## config.mk

```make
export PLATFORM = sky130hd
export DESIGN_NAME = match_timer
export DESIGN_NICKNAME = d
export VERILOG_FILES = /design/src/rtl/match_timer_pkg.sv /design/src/rtl/match_timer_ctrl.sv /design/src/rtl/match_timer_dp.sv /design/src/rtl/match_timer.sv
export SDC_FILE = /design/constraint.sdc
export NUM_CORES = 1
export LEC_CHECK = 0
export ABC_AREA = 1
export BUFFER_PORTS_ARGS = -buffer_cell sky130_fd_sc_hd__clkbuf_2
export CAP_MARGIN = 5
export CORE_ASPECT_RATIO = 0.6
export CORE_MARGIN = 3
export CORE_UTILIZATION = 30
export DETAILED_ROUTE_END_ITERATION = 6
export MAX_ROUTING_LAYER = met4
export PLACE_DENSITY = 0.45
export SKIP_LAST_GASP = 1
export SLEW_MARGIN = 20
export SYNTH_ARGS = -nofsm -noshare
export SYNTH_HDL_FRONTEND = slang
export SYNTH_HIERARCHICAL = 1
export SYNTH_SLANG_ARGS = --single-unit
```

## constraint.sdc

```tcl
create_clock -name clk -period 3.66 [get_ports clk]
set_input_delay 0.732 -clock clk [delete_from_list [all_inputs] [get_ports clk]]
set_output_delay 0.732 -clock clk [all_outputs]
set_load 0.01 [all_outputs]
```

## src/rtl/match_timer_pkg.sv

```systemverilog
package match_timer_pkg;
  localparam int NCH      = 4;
  localparam int CH_IDX_W = $clog2(NCH);
  localparam int WDOG_CH  = 3;

  typedef enum logic [2:0] {
    RD_NONE,
    RD_MATCH,
    RD_CNT,
    RD_STAT,
    RD_WDOG,
    RD_IEN
  } rdSel_e;

  typedef struct packed {
    logic [NCH-1:0]      wrMatch;
    logic                wrCnt;
    logic                wrStat;
    logic                wrWdog;
    logic                wrIen;
    rdSel_e              rdSel;
    logic [CH_IDX_W-1:0] chIdx;
  } busStrb_t;
endpackage

```

## src/rtl/match_timer_ctrl.sv

```systemverilog
module match_timer_ctrl
  import match_timer_pkg::*;
#(
  parameter int ADDR_W = 8
) (
  input  logic [ADDR_W-1:0] busAddr,
  input  logic              busWe,
  output busStrb_t          strb
);
  localparam int WORD_LSB = 2;
  localparam int MAP_TOP  = 5;

  logic       mapped;
  logic [2:0] wordIdx;

  assign mapped  = (busAddr[WORD_LSB-1:0] == '0) && ((busAddr >> MAP_TOP) == '0);
  assign wordIdx = busAddr[MAP_TOP-1:WORD_LSB];

  always_comb begin
    strb       = '0;
    strb.rdSel = RD_NONE;
    strb.chIdx = wordIdx[CH_IDX_W-1:0];
    if (mapped) begin
      if (wordIdx[2] == 1'b0) begin
        strb.rdSel = RD_MATCH;
        strb.wrMatch[wordIdx[CH_IDX_W-1:0]] = busWe;
      end else begin
        unique case (wordIdx[1:0])
          2'd0: begin strb.rdSel = RD_CNT;  strb.wrCnt  = busWe; end
          2'd1: begin strb.rdSel = RD_STAT; strb.wrStat = busWe; end
          2'd2: begin strb.rdSel = RD_WDOG; strb.wrWdog = busWe; end
          default: begin strb.rdSel = RD_IEN; strb.wrIen = busWe; end
        endcase
      end
    end
  end
endmodule

```

## src/rtl/match_timer_dp.sv

```systemverilog
module match_timer_dp
  import match_timer_pkg::*;
#(
  parameter int CNT_W = 32,
  parameter int IEN_W = 12
) (
  input  logic             clk,
  input  logic             rstN,
  input  logic             tickEn,
  input  busStrb_t         strb,
  input  logic [CNT_W-1:0] busWdata,
  output logic [CNT_W-1:0] busRdata,
  output logic [NCH-1:0]   chIrq,
  output logic             resetReq,
  output logic [CNT_W-1:0] cntQ,
  output logic [NCH-1:0]   statQ,
  output logic [IEN_W-1:0] ienQ,
  output logic [CNT_W-1:0] wdogQ
);
  localparam logic [CNT_W-1:0] ONE = {{(CNT_W-1){1'b0}}, 1'b1};

  logic [CNT_W-1:0] matchQ [NCH];
  logic [CNT_W-1:0] cntNext;
  logic             cntMoves;
  logic [NCH-1:0]   hit;
  logic [NCH-1:0]   clrMask;
  logic             reqQ;

  assign cntMoves = strb.wrCnt | tickEn;
  assign cntNext  = strb.wrCnt ? busWdata : (tickEn ? cntQ + ONE : cntQ);

  // One comparator and one compare register per channel
  for (genvar ch = 0; ch < NCH; ch++) begin : g_ch
    assign hit[ch] = cntMoves && (cntNext == matchQ[ch]);

    always_ff @(posedge clk or negedge rstN) begin
      if (!rstN)                matchQ[ch] <= '0;
      else if (strb.wrMatch[ch]) matchQ[ch] <= busWdata;
    end
  end

  always_ff @(posedge clk or negedge rstN) begin
    if (!rstN) cntQ <= '0;
    else       cntQ <= cntNext;
  end

  assign clrMask = strb.wrStat ? busWdata[NCH-1:0] : '0;

  always_ff @(posedge clk or negedge rstN) begin
    if (!rstN) statQ <= '0;
    else       statQ <= (statQ & ~clrMask) | (hit & ienQ[NCH-1:0]);
  end

  always_ff @(posedge clk or negedge rstN) begin
    if (!rstN)          ienQ <= '0;
    else if (strb.wrIen) ienQ <= busWdata[IEN_W-1:0];
  end

  // Watchdog: a channel-3 hit with bit 0 armed disarms and pulses the request
  always_ff @(posedge clk or negedge rstN) begin
    if (!rstN) begin
      wdogQ <= '0;
      reqQ  <= 1'b0;
    end else if (hit[WDOG_CH] && wdogQ[0]) begin
      wdogQ <= '0;
      reqQ  <= 1'b1;
    end else begin
      if (strb.wrWdog) wdogQ <= busWdata;
      reqQ <= 1'b0;
    end
  end

  assign resetReq = reqQ;
  assign chIrq    = statQ;

  always_comb begin
    unique case (strb.rdSel)
      RD_MATCH: busRdata = matchQ[strb.chIdx];
      RD_CNT:   busRdata = cntQ;
      RD_STAT:  busRdata = {{(CNT_W-NCH){1'b0}}, statQ};
      RD_WDOG:  busRdata = wdogQ;
      RD_IEN:   busRdata = {{(CNT_W-IEN_W){1'b0}}, ienQ};
      default:  busRdata = '0;
    endcase
  end
endmodule

```

## src/rtl/match_timer.sv

```systemverilog
module match_timer
  import match_timer_pkg::*;
#(
  parameter int ADDR_W = 8,
  parameter int CNT_W  = 32,
  parameter int IEN_W  = 12
) (
  input  logic              clk,
  input  logic              rstN,
  input  logic              tickEn,
  input  logic [ADDR_W-1:0] busAddr,
  input  logic [CNT_W-1:0]  busWdata,
  input  logic              busWe,
  output logic [CNT_W-1:0]  busRdata,
  output logic [NCH-1:0]    chIrq,
  output logic              resetReq
);
  busStrb_t         strb;
  logic [CNT_W-1:0] cntQ;
  logic [NCH-1:0]   statQ;
  logic [IEN_W-1:0] ienQ;
  logic [CNT_W-1:0] wdogQ;

  match_timer_ctrl #(.ADDR_W(ADDR_W)) u_ctrl (
    .busAddr (busAddr),
    .busWe   (busWe),
    .strb    (strb)
  );

  match_timer_dp #(.CNT_W(CNT_W), .IEN_W(IEN_W)) u_dp (
    .clk      (clk),
    .rstN     (rstN),
    .tickEn   (tickEn),
    .strb     (strb),
    .busWdata (busWdata),
    .busRdata (busRdata),
    .chIrq    (chIrq),
    .resetReq (resetReq),
    .cntQ     (cntQ),
    .statQ    (statQ),
    .ienQ     (ienQ),
    .wdogQ    (wdogQ)
  );
endmodule

```

=== Word-level counts from Yosys, hierarchy flattened ===
Index checks and enable logic that the tools add are counted.

* Equal/unequal tests: 11
* Muxes and demuxes: 21
* Magnitude comparators: 3
* Add/subtract/negate cells: 1
* Bitwise gates (word level): 7
* Reduce and logical (&&, ||, !) cells: 12

{| class="wikitable"
|+ Operators by type and width
! cell !! count
|-
| 2-to-1 mux 32 bit || 6
|-
| case mux 32 bit (5 select lines) || 1
|-
| == test 32 bit || 4
|-
| binary-select mux 32 bit (select 2 bit) || 1
|-
| adder 32 x 1 -> 32 bit, second input constant || 1
|-
| AND 4 bit || 3
|-
| 2-to-1 mux 4 bit || 3
|-
| 2-to-1 mux 11 bit || 1
|-
| case mux 3 bit (3 select lines) || 1
|-
| zero test 8 bit || 1
|-
| logical AND 1 bit || 7
|-
| == test 3 x 2 -> 1 bit, second input constant || 2
|-
| == test 3 bit, second input constant || 2
|-
| 2-to-1 mux 1 bit || 6
|-
| zero test 2 bit || 2
|-
| inverter 4 bit || 1
|-
| OR 4 bit || 1
|-
| == test 3 x 1 -> 1 bit, second input constant || 1
|-
| greater-or-equal comparator 3 bit, second input constant || 1
|-
| < comparator 2 x 3 -> 1 bit, second input constant || 1
|-
| 2-to-1 mux 3 bit || 1
|-
| inverter 2 -> 3 bit || 1
|-
| OR reduction 3 bit || 1
|-
| demux 1 bit (select 2 bit) || 1
|-
| other kinds (5) || 5
|}

* Output and inout bits: 37
* Logic and storage cells: 64
* Register bits after elaboration: 209
* Input port bits: 44

=== Depth between registers and ports, before layout ===
* Depth after elaboration: 12
* Depth in mapped cells: 20
* Depth with buffers taken out: 18

=== Hierarchy ===
Netlist, hierarchy kept.

{| class="wikitable"
|+ Modules (own cells, without submodules)
! module !! cells each !! area an instance (sq um) !! sequential area each (sq um) !! times used
|-
| match_timer_dp || 1797 || 12547.0 || 5230.0 || 1
|-
| match_timer_ctrl || 34 || 150.1 || 0.0 || 1
|}

=== Least setup slack after synthesis ===
OpenSTA, ideal clock, no wires.

* Kind: in2out
* Start: in busAddr[6]
* End: out busRdata[12]
* Slack: 404 ps
* Cell stages on the path: 9
* Arrival: 2524 ps
* Data required time: 2928 ps
* Path through: nor2_1 -> nand3b_1 -> buf_2 -> nor2_1 -> inv_1 -> nor3_1 -> clkinv_1 -> clkbuf_1 -> o21ai_0

{| class="wikitable"
|+ RTL lines
! what !! RTL line !! RTL
|-
| start, declared || match_timer.sv:11 || <nowiki>input logic [ADDR_W-1:0] busAddr,</nowiki>
|-
| end, declared || match_timer.sv:14 || <nowiki>output logic [CNT_W-1:0] busRdata,</nowiki>
|}

==> key figures <==
Detailed routing
  – Post-route ant nets: 0
  – DRC: 0
  – 1st-iter DRT viols: approximately 1700
  – DR pass1 iterations: 6
  – Routed WL: 58.6 mm
  – Vias: 12700
  – Vias per Instance: slightly above 5
  – Routed length per instance: 23.6 um

Critical path
  – Worst reg2reg path depth: 15
  – RR Endpoint: u_dp/chIrq[2]
  – Nature of the critical path startpoint: input pin
  – Arrival time worst endpoint: 2.69 ns
  – WS Path Type: input pin to output port
  – FF-to-FF Start: u_dp/cntQ[0]
  – CP endpoint kind: output port
  – R2R Setup Slk: around 0.5 ns
  – CP Data Required Time: 2.93 ns
  – Crit-path max FO: 27
  – CP startpoint: busAddr[4]

STA
  – Fin Clk Skew: between 0.03 and 0.04 ns
  – Final setup fails: 0
  – Hold Fails Final Rpt: 0
  – Fmax: approximately 0.29 GHz
  – Worst-Margin Slew: roughly 0.84 ns
  – RSZ-0062 raised after global routing: false
  – Fin crit share: roughly 93%
  – Setup Total Neg Slack: 0 ns
  – Slew HR: 43.7%
  – Min Tclk post-route: 3.42 ns
  – Final WS setup: between 0.2 and 0.25 ns
  – Final max-slew violation count: 0

Place
  – Post-place setup slack: just under 0.2 ns
  – Placed inst area: approximately 0.014 mm2
  – # port buffers: 80
  – Hpwl dp: between 40 and 50 mm
  – RD Place Congestion: approximately 0.93

Global routing
  – Antenna violations before repair: 2
  – First-pass GRT wire length: between 80 and 90 mm
  – Largest net degree at the start of global routing: between 80 and 90
  – Overflow after GRT: 0
  – Vias in the first global route: about 11000
  – Total Routing Usage GR: 26.8%

Synth
  – Synth Instances: 1827
  – Synth Warn #: 6
  – Post-synthesis net count: between 1500 and 2000
  – Synthesized area: 0.0127 mm2
  – Synth Area per Inst: ~7 um2

Floorplanning
  – Die Height: 165 um
  – Core area: 0.0411 mm2
  – Full die area: ~0.045 mm2
  – Row count: 57
  – Initial Utilization: 30.8%
  – Die X: between 200 and 300 um
  – I/O pin cnt: ~80

Clocking
  – TritonCTS clock tree: built
  – Clk sinks: roughly 210
  – Clk_lat worst skew: 0.57 ns
  – Clock transition at path regs: about 0.07 ns
  – Root Buffer: clkbuf_16
  – CTS Buffer Depth: 3
  – H-tree depth: 1
  – Cts bufs inserted: 24
  – # Post-CTS Setup Buffers: 0

Layout
  – Most frequent cells in the layout: nand2_1, o21ai_0, inv_1, dfrtp_1, nor2_1
  – Fin area: ~0.015 mm2
  – Filler cells: 4454
  – Share of cells above drive strength 1: approximately an eighth
  – Commonest non-fill, non-tap cell in the layout: nand2_1
  – Nets: roughly 2000
  – Synthesis-to-layout area growth: 16.9%

Power
  – Combinational share of power: 20.1%
  – Pwr dens: 441 mW/mm2
  – Worst IR Drop VDD: around 280 uV
  – Clock power share: 38.2%
  – Reg power frac: a little over two fifths
  – Static Leak: ~7.1 nW
  – Switching Share: about a third
  – Pint: between 4 and 5 mW
  – Sw power: about 2.2 mW

Outcome
  – Status: complete, no violations

Flow run
  – Maximum Capacitance Violations: 0

Worst hold path
  – Worst Hold Class: input pin to async pin
## state kept, by name, indices dropped and copies added, names as in the netlist
register       flops
u_dp/chIrq         4
u_dp/cntQ         32
u_dp/ienQ         12
u_dp/matchQ      128
u_dp/resetReq      1
u_dp/wdogQ        32
## power by group through the flow
stage                     clock network (mW)  registers (mW)  logic (mW)
after CTS                               2.53            2.71        1.27
after detailed placement                   0            2.75        1.27
after global placement                     0            2.75        1.27
final                                   2.49            2.72        1.31
after floorplan                            0            2.67       0.715
after global routing                    2.63            2.74        1.44
## final cells by class
class | count | area, um2 | area share, %
diodes | 1 | 2.50 | 0.0169
clock buffers | 35 | 712 | 4.81
clock inverters | 6 | 66.3 | 0.448
inverters | 243 | 912 | 6.16
multi-input cells | 1297 | 6240 | 42.2
flip-flops and latches | 209 | 5230 | 35.3
well taps | 560 | 701 | 4.73
repair buffers | 130 | 936 | 6.32
## worst max-delay path by stage
stage	endpoint	cells after the start
global placement	busRdata[10]	10
floorplan	busRdata[12]	9
finish	busRdata[19]	10
detailed placement	busRdata[10]	10
global route	busRdata[10]	10
CTS	busRdata[10]	10
## timing repair
action / in CTS / in global routing
resized for setup: 0 / 1
hold endpoints to repair: 0 / 0
setup endpoints to repair: 0 / 1
hold buffers: 0 / 0
## metrics by stage
step,power [mW],std cells,utilization (%),hold slack [ns]
2_1_floorplan,3.38,1827,-,0.436
3_3_place_gp,4.02,2439,34.1,0.508
3_5_place_dp,4.01,2439,34.1,0.516
4_1_cts,6.51,2480,36.0,0.230
5_1_grt,6.81,2480,36.0,0.249
6_report,6.52,2481,36.0,0.202
## worst max-delay path, cell delays in order
cell	delay, ns
clkbuf_2	0.15
inv_2	0.09
or2_1	0.21
nor2_1	0.15
inv_1	0.08
nor3_1	0.25
clkinv_1	0.18
buf_12	0.19
o21ai_0	0.41
clkbuf_2	0.22
## layer usage
metal	GRT usage, %	routed length, um	vias up
met1	45.2	32100	6050
met4	2.85	546	0
li1	-	-	5990
met3	11.5	8490	37
met5	-	0	-
met2	26.8	17500	596
No activity file was read; power rests on OpenSTA's default activity.
